`config.mk`:
```
export PLATFORM = sky130hd
export DESIGN_NAME = pps_sync
export DESIGN_NICKNAME = d
export VERILOG_FILES = /design/src/rtl/pps_sync_pkg.sv /design/src/rtl/pps_sync_edge.sv /design/src/rtl/pps_sync_load.sv /design/src/rtl/pps_sync_phase.sv /design/src/rtl/pps_sync.sv
export SDC_FILE = /design/constraint.sdc
export NUM_CORES = 1
export LEC_CHECK = 0
export BUFFER_PORTS_ARGS = -buffer_cell sky130_fd_sc_hd__buf_2
export CORE_MARGIN = 2
export CORE_UTILIZATION = 45
export DETAILED_ROUTE_END_ITERATION = 16
export PLACE_DENSITY_LB_ADDON = 0.15
export RECOVER_POWER = 50
export SETUP_SLACK_MARGIN = 0.05
export SLEW_MARGIN = 25
export SYNTH_ARGS = -nofsm -noshare
export SYNTH_HDL_FRONTEND = slang
export SYNTH_SLANG_ARGS = --single-unit
```
`constraint.sdc`:
```
create_clock -name clk -period 9.6 [get_ports clk]
set_clock_uncertainty 0.05 [all_clocks]
set_input_delay 1.92 -clock clk [delete_from_list [all_inputs] [get_ports clk]]
set_output_delay 1.92 -clock clk [all_outputs]
set_load 0.02 [all_outputs]
```
`src/rtl/pps_sync_pkg.sv`:
```
package pps_sync_pkg;

   typedef enum logic [1:0] {
      OVR_NONE = 2'b00,
      OVR_EXT  = 2'b01,
      OVR_SW   = 2'b10,
      OVR_RSVD = 2'b11
   } ovr_mode_e;

   localparam logic [63:0] NS_PER_SEC = 64'd1_000_000_000;

endpackage

```
`src/rtl/pps_sync_edge.sv`:
```
module pps_sync_edge #(
   parameter int SYNC_STAGES = 2
) (
   input  logic clk,
   input  logic rst_n,
   input  logic en,
   input  logic pps_in,
   output logic evt
);
   localparam int MSB = SYNC_STAGES - 1;

   generate
      if (SYNC_STAGES < 2) begin : g_bad_stages
         $error("pps_sync_edge: SYNC_STAGES must be at least 2");
      end
   endgenerate

   logic [MSB:0] sync_q;
   logic         prev_q;

   always_ff @(posedge clk) begin
      if (!rst_n) begin
         sync_q <= '0;
         prev_q <= 1'b0;
      end else begin
         sync_q <= {sync_q[MSB-1:0], pps_in};
         prev_q <= sync_q[MSB];
      end
   end

   assign evt = en & sync_q[MSB] & ~prev_q;

   // one event per rising transition
   a_r2_single_event: assert property (@(posedge clk) disable iff (!rst_n)
      evt |=> !evt);

   // nothing happens while disabled
   a_r1_gated: assert property (@(posedge clk) disable iff (!rst_n)
      !en |-> !evt);

endmodule

```
`src/rtl/pps_sync_load.sv`:
```
module pps_sync_load
   import pps_sync_pkg::*;
#(
   parameter int SEC_W  = 48,
   parameter int NS_W   = 30,
   parameter int FRAC_W = 16,
   parameter int OFS_W  = 32
) (
   input  logic              clk,
   input  logic              rst_n,
   input  logic              evt,
   input  ovr_mode_e         mode,
   input  logic [SEC_W-1:0]  ext_sec,
   input  logic [SEC_W-1:0]  sw_sec,
   input  logic [OFS_W-1:0]  ofs,
   output logic              ld_stb,
   output logic [SEC_W-1:0]  ld_sec,
   output logic [NS_W-1:0]   ld_ns,
   output logic [FRAC_W-1:0] ld_frac
);
   localparam int INT_W = OFS_W - FRAC_W;
   localparam int PAD_W = NS_W + 1 - INT_W;
   localparam logic [NS_W:0] ONE_SEC_NS = (NS_W+1)'(NS_PER_SEC);

   generate
      if (OFS_W <= FRAC_W) begin : g_bad_ofs
         $error("pps_sync_load: OFS_W must exceed FRAC_W");
      end
      if (INT_W >= NS_W) begin : g_bad_ns
         $error("pps_sync_load: offset integer part must be narrower than NS_W");
      end
   endgenerate

   logic              do_ld;
   logic              ofs_neg;
   logic [SEC_W-1:0]  base_sec;
   logic [NS_W:0]     ofs_ns;
   logic [NS_W:0]     ns_val;
   logic [SEC_W-1:0]  sec_val;

   always_comb begin
      do_ld    = evt && (mode == OVR_EXT || mode == OVR_SW);
      base_sec = (mode == OVR_EXT) ? ext_sec : sw_sec;
      ofs_neg  = ofs[OFS_W-1];
      ofs_ns   = {{PAD_W{ofs[OFS_W-1]}}, ofs[OFS_W-1:FRAC_W]};
      ns_val   = ofs_neg ? (ONE_SEC_NS + ofs_ns) : ofs_ns;
      sec_val  = ofs_neg ? (base_sec - SEC_W'(1)) : base_sec;
   end

   always_ff @(posedge clk) begin
      if (!rst_n) begin
         ld_stb  <= 1'b0;
         ld_sec  <= '0;
         ld_ns   <= '0;
         ld_frac <= '0;
      end else begin
         ld_stb <= do_ld;
         if (do_ld) begin
            ld_sec  <= sec_val;
            ld_ns   <= ns_val[NS_W-1:0];
            ld_frac <= ofs[FRAC_W-1:0];
         end
      end
   end

   // loads only under the two overwrite policies
   a_r3_mode_guard: assert property (@(posedge clk) disable iff (!rst_n)
      ld_stb |-> ($past(mode) == OVR_EXT || $past(mode) == OVR_SW));

   // loaded nanoseconds stay below one second
   a_r6_ns_range: assert property (@(posedge clk) disable iff (!rst_n)
      ld_stb |-> (ld_ns < ONE_SEC_NS[NS_W-1:0]));

   // a load strobe lasts one cycle
   a_r2_strobe_pulse: assert property (@(posedge clk) disable iff (!rst_n)
      ld_stb |=> !ld_stb);

endmodule

```
`src/rtl/pps_sync_phase.sv`:
```
module pps_sync_phase
   import pps_sync_pkg::*;
#(
   parameter int SEC_W    = 48,
   parameter int NS_W     = 30,
   parameter int FRAC_W   = 16,
   parameter int DIFF_W   = 32,
   parameter bit SATURATE = 1'b1
) (
   input  logic              clk,
   input  logic              rst_n,
   input  logic              evt,
   input  logic [SEC_W-1:0]  ext_sec,
   input  logic [SEC_W-1:0]  loc_sec,
   input  logic [NS_W-1:0]   loc_ns,
   input  logic [FRAC_W-1:0] loc_frac,
   output logic [DIFF_W-1:0] phase_diff
);
   localparam int SUB_W = NS_W + FRAC_W;
   localparam logic signed [63:0] SEC_UNITS = signed'(NS_PER_SEC << FRAC_W);
   localparam logic signed [63:0] LIM_HI = (64'sd1 <<< (DIFF_W - 1)) - 64'sd1;
   localparam logic signed [63:0] LIM_LO = -(64'sd1 <<< (DIFF_W - 1));

   generate
      if (DIFF_W > 62 || DIFF_W < 2) begin : g_bad_diff
         $error("pps_sync_phase: DIFF_W out of range");
      end
      if (SUB_W > 62) begin : g_bad_sub
         $error("pps_sync_phase: NS_W + FRAC_W too wide");
      end
   endgenerate

   logic signed [SEC_W:0] sec_delta;
   logic signed [63:0]    loc_sub;
   logic signed [63:0]    base;
   logic signed [63:0]    raw;
   logic                  far;
   logic [DIFF_W-1:0]     diff_d;

   always_comb begin
      sec_delta = $signed({1'b0, ext_sec}) - $signed({1'b0, loc_sec});
      loc_sub   = {{(64-SUB_W){1'b0}}, loc_ns, loc_frac};
      far       = (sec_delta > 1) || (sec_delta < -1);
      if (sec_delta == 1)       base = SEC_UNITS;
      else if (sec_delta == -1) base = -SEC_UNITS;
      else                      base = 64'sd0;
      raw = base - loc_sub;
   end

   generate
      if (SATURATE) begin : g_sat
         logic signed [63:0] clamped;
         always_comb begin
            if (far)                clamped = sec_delta[SEC_W] ? LIM_LO : LIM_HI;
            else if (raw > LIM_HI)  clamped = LIM_HI;
            else if (raw < LIM_LO)  clamped = LIM_LO;
            else                    clamped = raw;
            diff_d = clamped[DIFF_W-1:0];
         end
      end else begin : g_wrap
         assign diff_d = raw[DIFF_W-1:0];
      end
   endgenerate

   always_ff @(posedge clk) begin
      if (!rst_n) phase_diff <= '0;
      else if (evt) phase_diff <= diff_d;
   end

   // difference register holds between events
   a_r7_hold: assert property (@(posedge clk) disable iff (!rst_n)
      !evt |=> $stable(phase_diff));

endmodule

```
`src/rtl/pps_sync.sv`:
```
module pps_sync
   import pps_sync_pkg::*;
#(
   parameter int SEC_W       = 48,
   parameter int NS_W        = 30,
   parameter int FRAC_W      = 16,
   parameter int OFS_W       = 32,
   parameter int DIFF_W      = 32,
   parameter int SYNC_STAGES = 2,
   parameter bit SATURATE    = 1'b1
) (
   input  logic              clk,
   input  logic              rst_n,
   input  logic              ext_en,
   input  logic [1:0]        ovr_mode,
   input  logic              pps_in,
   input  logic [SEC_W-1:0]  ext_sec,
   input  logic [SEC_W-1:0]  sw_sec,
   input  logic [OFS_W-1:0]  load_ofs,
   input  logic [SEC_W-1:0]  loc_sec,
   input  logic [NS_W-1:0]   loc_ns,
   input  logic [FRAC_W-1:0] loc_frac,
   input  logic              irq_en,
   input  logic              sts_wr,
   input  logic              sts_wdata,
   output logic              ld_stb,
   output logic [SEC_W-1:0]  ld_sec,
   output logic [NS_W-1:0]   ld_ns,
   output logic [FRAC_W-1:0] ld_frac,
   output logic [DIFF_W-1:0] phase_diff,
   output logic              irq_sts,
   output logic              irq
);
   logic evt;
   logic clr_req;

   pps_sync_edge #(.SYNC_STAGES(SYNC_STAGES)) u_edge (
      .clk    (clk),
      .rst_n  (rst_n),
      .en     (ext_en),
      .pps_in (pps_in),
      .evt    (evt)
   );

   pps_sync_load #(
      .SEC_W(SEC_W), .NS_W(NS_W), .FRAC_W(FRAC_W), .OFS_W(OFS_W)
   ) u_load (
      .clk     (clk),
      .rst_n   (rst_n),
      .evt     (evt),
      .mode    (ovr_mode_e'(ovr_mode)),
      .ext_sec (ext_sec),
      .sw_sec  (sw_sec),
      .ofs     (load_ofs),
      .ld_stb  (ld_stb),
      .ld_sec  (ld_sec),
      .ld_ns   (ld_ns),
      .ld_frac (ld_frac)
   );

   pps_sync_phase #(
      .SEC_W(SEC_W), .NS_W(NS_W), .FRAC_W(FRAC_W),
      .DIFF_W(DIFF_W), .SATURATE(SATURATE)
   ) u_phase (
      .clk        (clk),
      .rst_n      (rst_n),
      .evt        (evt),
      .ext_sec    (ext_sec),
      .loc_sec    (loc_sec),
      .loc_ns     (loc_ns),
      .loc_frac   (loc_frac),
      .phase_diff (phase_diff)
   );

   assign clr_req = sts_wr & sts_wdata;

   always_ff @(posedge clk) begin
      if (!rst_n)       irq_sts <= 1'b0;
      else if (evt)     irq_sts <= 1'b1;
      else if (clr_req) irq_sts <= 1'b0;
   end

   assign irq = irq_sts & irq_en;

   // an event sets the status bit
   a_r8_set: assert property (@(posedge clk) disable iff (!rst_n)
      evt |=> irq_sts);

   // a lone clear write of 1 clears it
   a_r8_clear: assert property (@(posedge clk) disable iff (!rst_n)
      (clr_req && !evt) |=> !irq_sts);

   // without event or clear the bit holds
   a_r8_hold: assert property (@(posedge clk) disable iff (!rst_n)
      (!evt && !clr_req) |=> $stable(irq_sts));

   // event wins over a same-cycle clear
   a_r9_collision: assert property (@(posedge clk) disable iff (!rst_n)
      (evt && clr_req) |=> irq_sts);

   // load strobe and difference update share the event
   a_r7_same_edge: assert property (@(posedge clk) disable iff (!rst_n)
      ld_stb |-> $past(evt));

endmodule

```
==> impl_metrics.yaml <==
logic_synthesis:
  netlist_area_sq_mm: 0.0129
  synth.top_cells.by_area: "dfxtp_1 (18%), nand2_1 (7.6%), ha_1 (7.1%)"
  synth-seq-cells: 119
  synth_top_family_by_area: "simple AND/OR/NAND/NOR gates"
  ys_seq_area_frac: 0.185
  syn_area_per_cell_sq_um: 7.20
  synth-simple-area-share: 0.287
  synth_compound_area_frac: 0.271
  syn-instance-count: 1791
  synth_xor_area_frac: 0.0727
  synth_edf_count: 0
  synth_warnings: 0
  synth_ff_type: "dfxtp_1"
  synth_top_cell_area_share: 0.185
  synth_adder_area_share: 0.0724
  synth.mux.area_fraction: 0.0448
  yosysUniqueCellTypes: 94
  synth_top_area_cell: "dfxtp_1"
  ys_async_sr_fraction: 0
floorplanning:
  rows: 61
  die_x_um: 173
  die_y_um: 173
  ioPinCount: 360
  fp.dieArea_sq_mm: 0.0300
  core_sq_mm: 0.0280
  initial_utilization: 0.460
pwr:
  p_leak_nw: 6.65
  p_per_area_mw_per_mm2: 115
  ir_drop_v: 0.0000989
clocking:
  htree_levels: 4
  clkLatencyLatePin_ns: 0.41
  cts_max_path_buffers: 2
  cts.sink_count: 119
  cts_tree: "yes"
  path_clk_slew_ns: 0.06
  clockRootBuffer: "clkbuf_16"
  cts_buffers: 17
placement:
  io_buffers: 355
  post-place-ws_ns: -0.0930
  placed_cells: 2472
  hpwl_um: 41000
  place.gp.congestion: 0.955
worst_setup_path:
  critPathMaxFanout: 12
  cp-end-kind: "register"
  crit_arrival_ns: 9.49
  crit_required_ns: 9.91
  path_class: "input pin to register"
  critPathLaunchType: "input pin"
route:
  routed_wl_um: 49500
  drc_errors: 0
  dr.pass1.iters: 6
  dr_total_vias: 14700
  initialDrtViolationCount: 1286
  antenna_left: 0
  wl_per_cell_um: 19.7
  vias_per_cell: 5.85
sta:
  rsz0062_at_grt: "false"
  final-setup-viol-count: 0
  final.period_utilization: 0.957
  max-slew-margin-rel: -1.35
  fin_ws_ns: 0.416
  worstMarginPinSlew_ns: 3.53
  drv_slew: 97
  layout_min_cycle_time_ns: 9.18
  hold_violations: 0
  finalSetupTns_ns: 0
  fmax_mhz: 109
grt:
  antenna_found_initial: 3
  grt_overflow: 0
  grt_usage: 0.312
  grt_first_pass_wirelength_um: 75500
  grt_start_max_net_pins: 111
  grt_pass1_vias: 13700
status:
  status: "finished, violations left"
  violations: "capacitance limit, slew limit"
layout:
  area_growth_pct: 21.0
  drive_above_1_share: 0.175
  mostFrequentLayoutCells: "nand2_1 (262), buf_2 (241), nor2_1 (119), dfxtp_1 (119), clkbuf_1 (115)"
  num-nets-final: 2421
  fill_cells: 2838
  fin_cells: 2510
  final_common_cell: "nand2_1"
hold_path:
  hp-class: "register to register"
run:
  maxCapViolCount: 1
==> critical path: stages <==
cell and delay (ns):
buf_2 0.11, ha_1 0.47, a21oi_1 0.31, o21ai_1 0.20, a31o_2 0.32, o31ai_4 0.47
a2111oi_2 0.18, nor2_1 0.30, nand4_1 0.14, or4_4 0.57, nor4_4 0.33, and2_1 0.42
ha_1 0.39, a21oi_1 0.32, o211ai_1 0.15, a221o_1 0.35, or2_1 0.27, a21oi_1 0.15
mux2_1 0.33, nor4_1 0.36, nand4b_1 0.14, nor4_1 0.31, a32oi_2 0.27, a21boi_4 0.42
o221a_1 0.24
==> per-stage QoR <==
step | util | hold WS, ns | cell area, sq um | total power, W
after floorplan | - | 0.362 | 12900 | 0.000904
after global placement | 0.536 | 0.369 | 15000 | 0.00112
after detailed placement | 0.537 | 0.368 | 15000 | 0.00112
after CTS | 0.559 | 0.383 | 15700 | 0.00179
after global routing | 0.556 | 0.404 | 15600 | 0.00187
final | 0.556 | 0.383 | 15600 | 0.00179
==> what timing repair did <==
| item | 4_1_cts | 5_1_grt |
|---|---|---|
| resized for setup | 0 | 1 |
| hold buffers | 0 | 0 |
| setup endpoints to repair | 0 | 25 |
| setup buffers | 0 | 1 |
==> layer usage <==
layer | vias up | track usage | share of wire
li1 | 7154 | - | -
met1 | 6878 | 0.411 | 0.44
met2 | 576 | 0.533 | 0.48
met3 | 71 | 0.0384 | 0.060
met4 | 2 | 0.0939 | 0.027
met5 | - | 0 | 0.00026
==> synth_stat cells, types with 9 or more instances <==
library cell and number:
clkbuf_1 56, a21boi_0 47, ha_1 73, nor2_1 121
nor4_1 30, and2_1 55, nand3_1 33, o211ai_1 27
mux2i_1 52, dfxtp_1 119, nand2b_1 10, o21ai_0 110
a211oi_1 20, or3_1 16, or2_2 12, o21ai_1 11
and3_1 20, nor3b_1 10, a2111oi_0 9, a21oi_1 107
nor3_1 56, xnor2_1 59, o221a_1 19, and4_1 11
nand2_1 262, o211a_1 16, inv_1 106, xor2_1 48
a21o_1 32, or4_1 13, buf_4 16, nand4_1 39
buf_2 20
==> sequential cells by signal, summed over array words and instances, names as in the netlist <==
name / cells
u_load.ld_stb: 1
u_load.ld_frac: 16
u_load.ld_sec: 48
u_edge.sync_q: 2
u_edge.prev_q: 1
u_phase.phase_diff: 32
irq_sts: 1
u_load.ld_ns: 18
==> power by group <==
group          switching (W)  internal (W)
registers         0.00000615      0.000505
logic               0.000385      0.000225
clock network       0.000245      0.000425
total               0.000636       0.00115
==> cells by family after synthesis <==
kind of cell,count (synthesis)
flops,119
xor+xnor,107
other cells,1
buf+inv,203
simple gates,732
fa+ha+maj,74
mux,57
compound gates,498
==> path summary, 6_finish.rpt <==
check	endpoint	depth (start not counted)	slack, ns	from
setup / recovery	u_phase.phase_diff[15]	25	0.42	ext_sec[15]
hold / removal	u_edge.sync_q[1]	1	0.38	u_edge.sync_q[0]
setup reg to reg	u_load.ld_ns[15]	7	7.52	u_edge.sync_q[1]
hold reg to reg	u_edge.sync_q[1]	1	0.38	u_edge.sync_q[0]
==> layout make-up <==
class                           count  area (sq um)  share of cell area
Sequential cell                   119          2380               0.153
Timing Repair Buffer              399          2010               0.129
Tap cell                          378           473              0.0303
Antenna cell                        3          7.51            0.000482
Multi-Input combinational cell   1473          9690               0.622
Clock inverter                     13           168              0.0108
Clock buffer                       19           453              0.0291
Inverter                          106           398              0.0255
No activity file was read; power rests on OpenSTA's default activity.
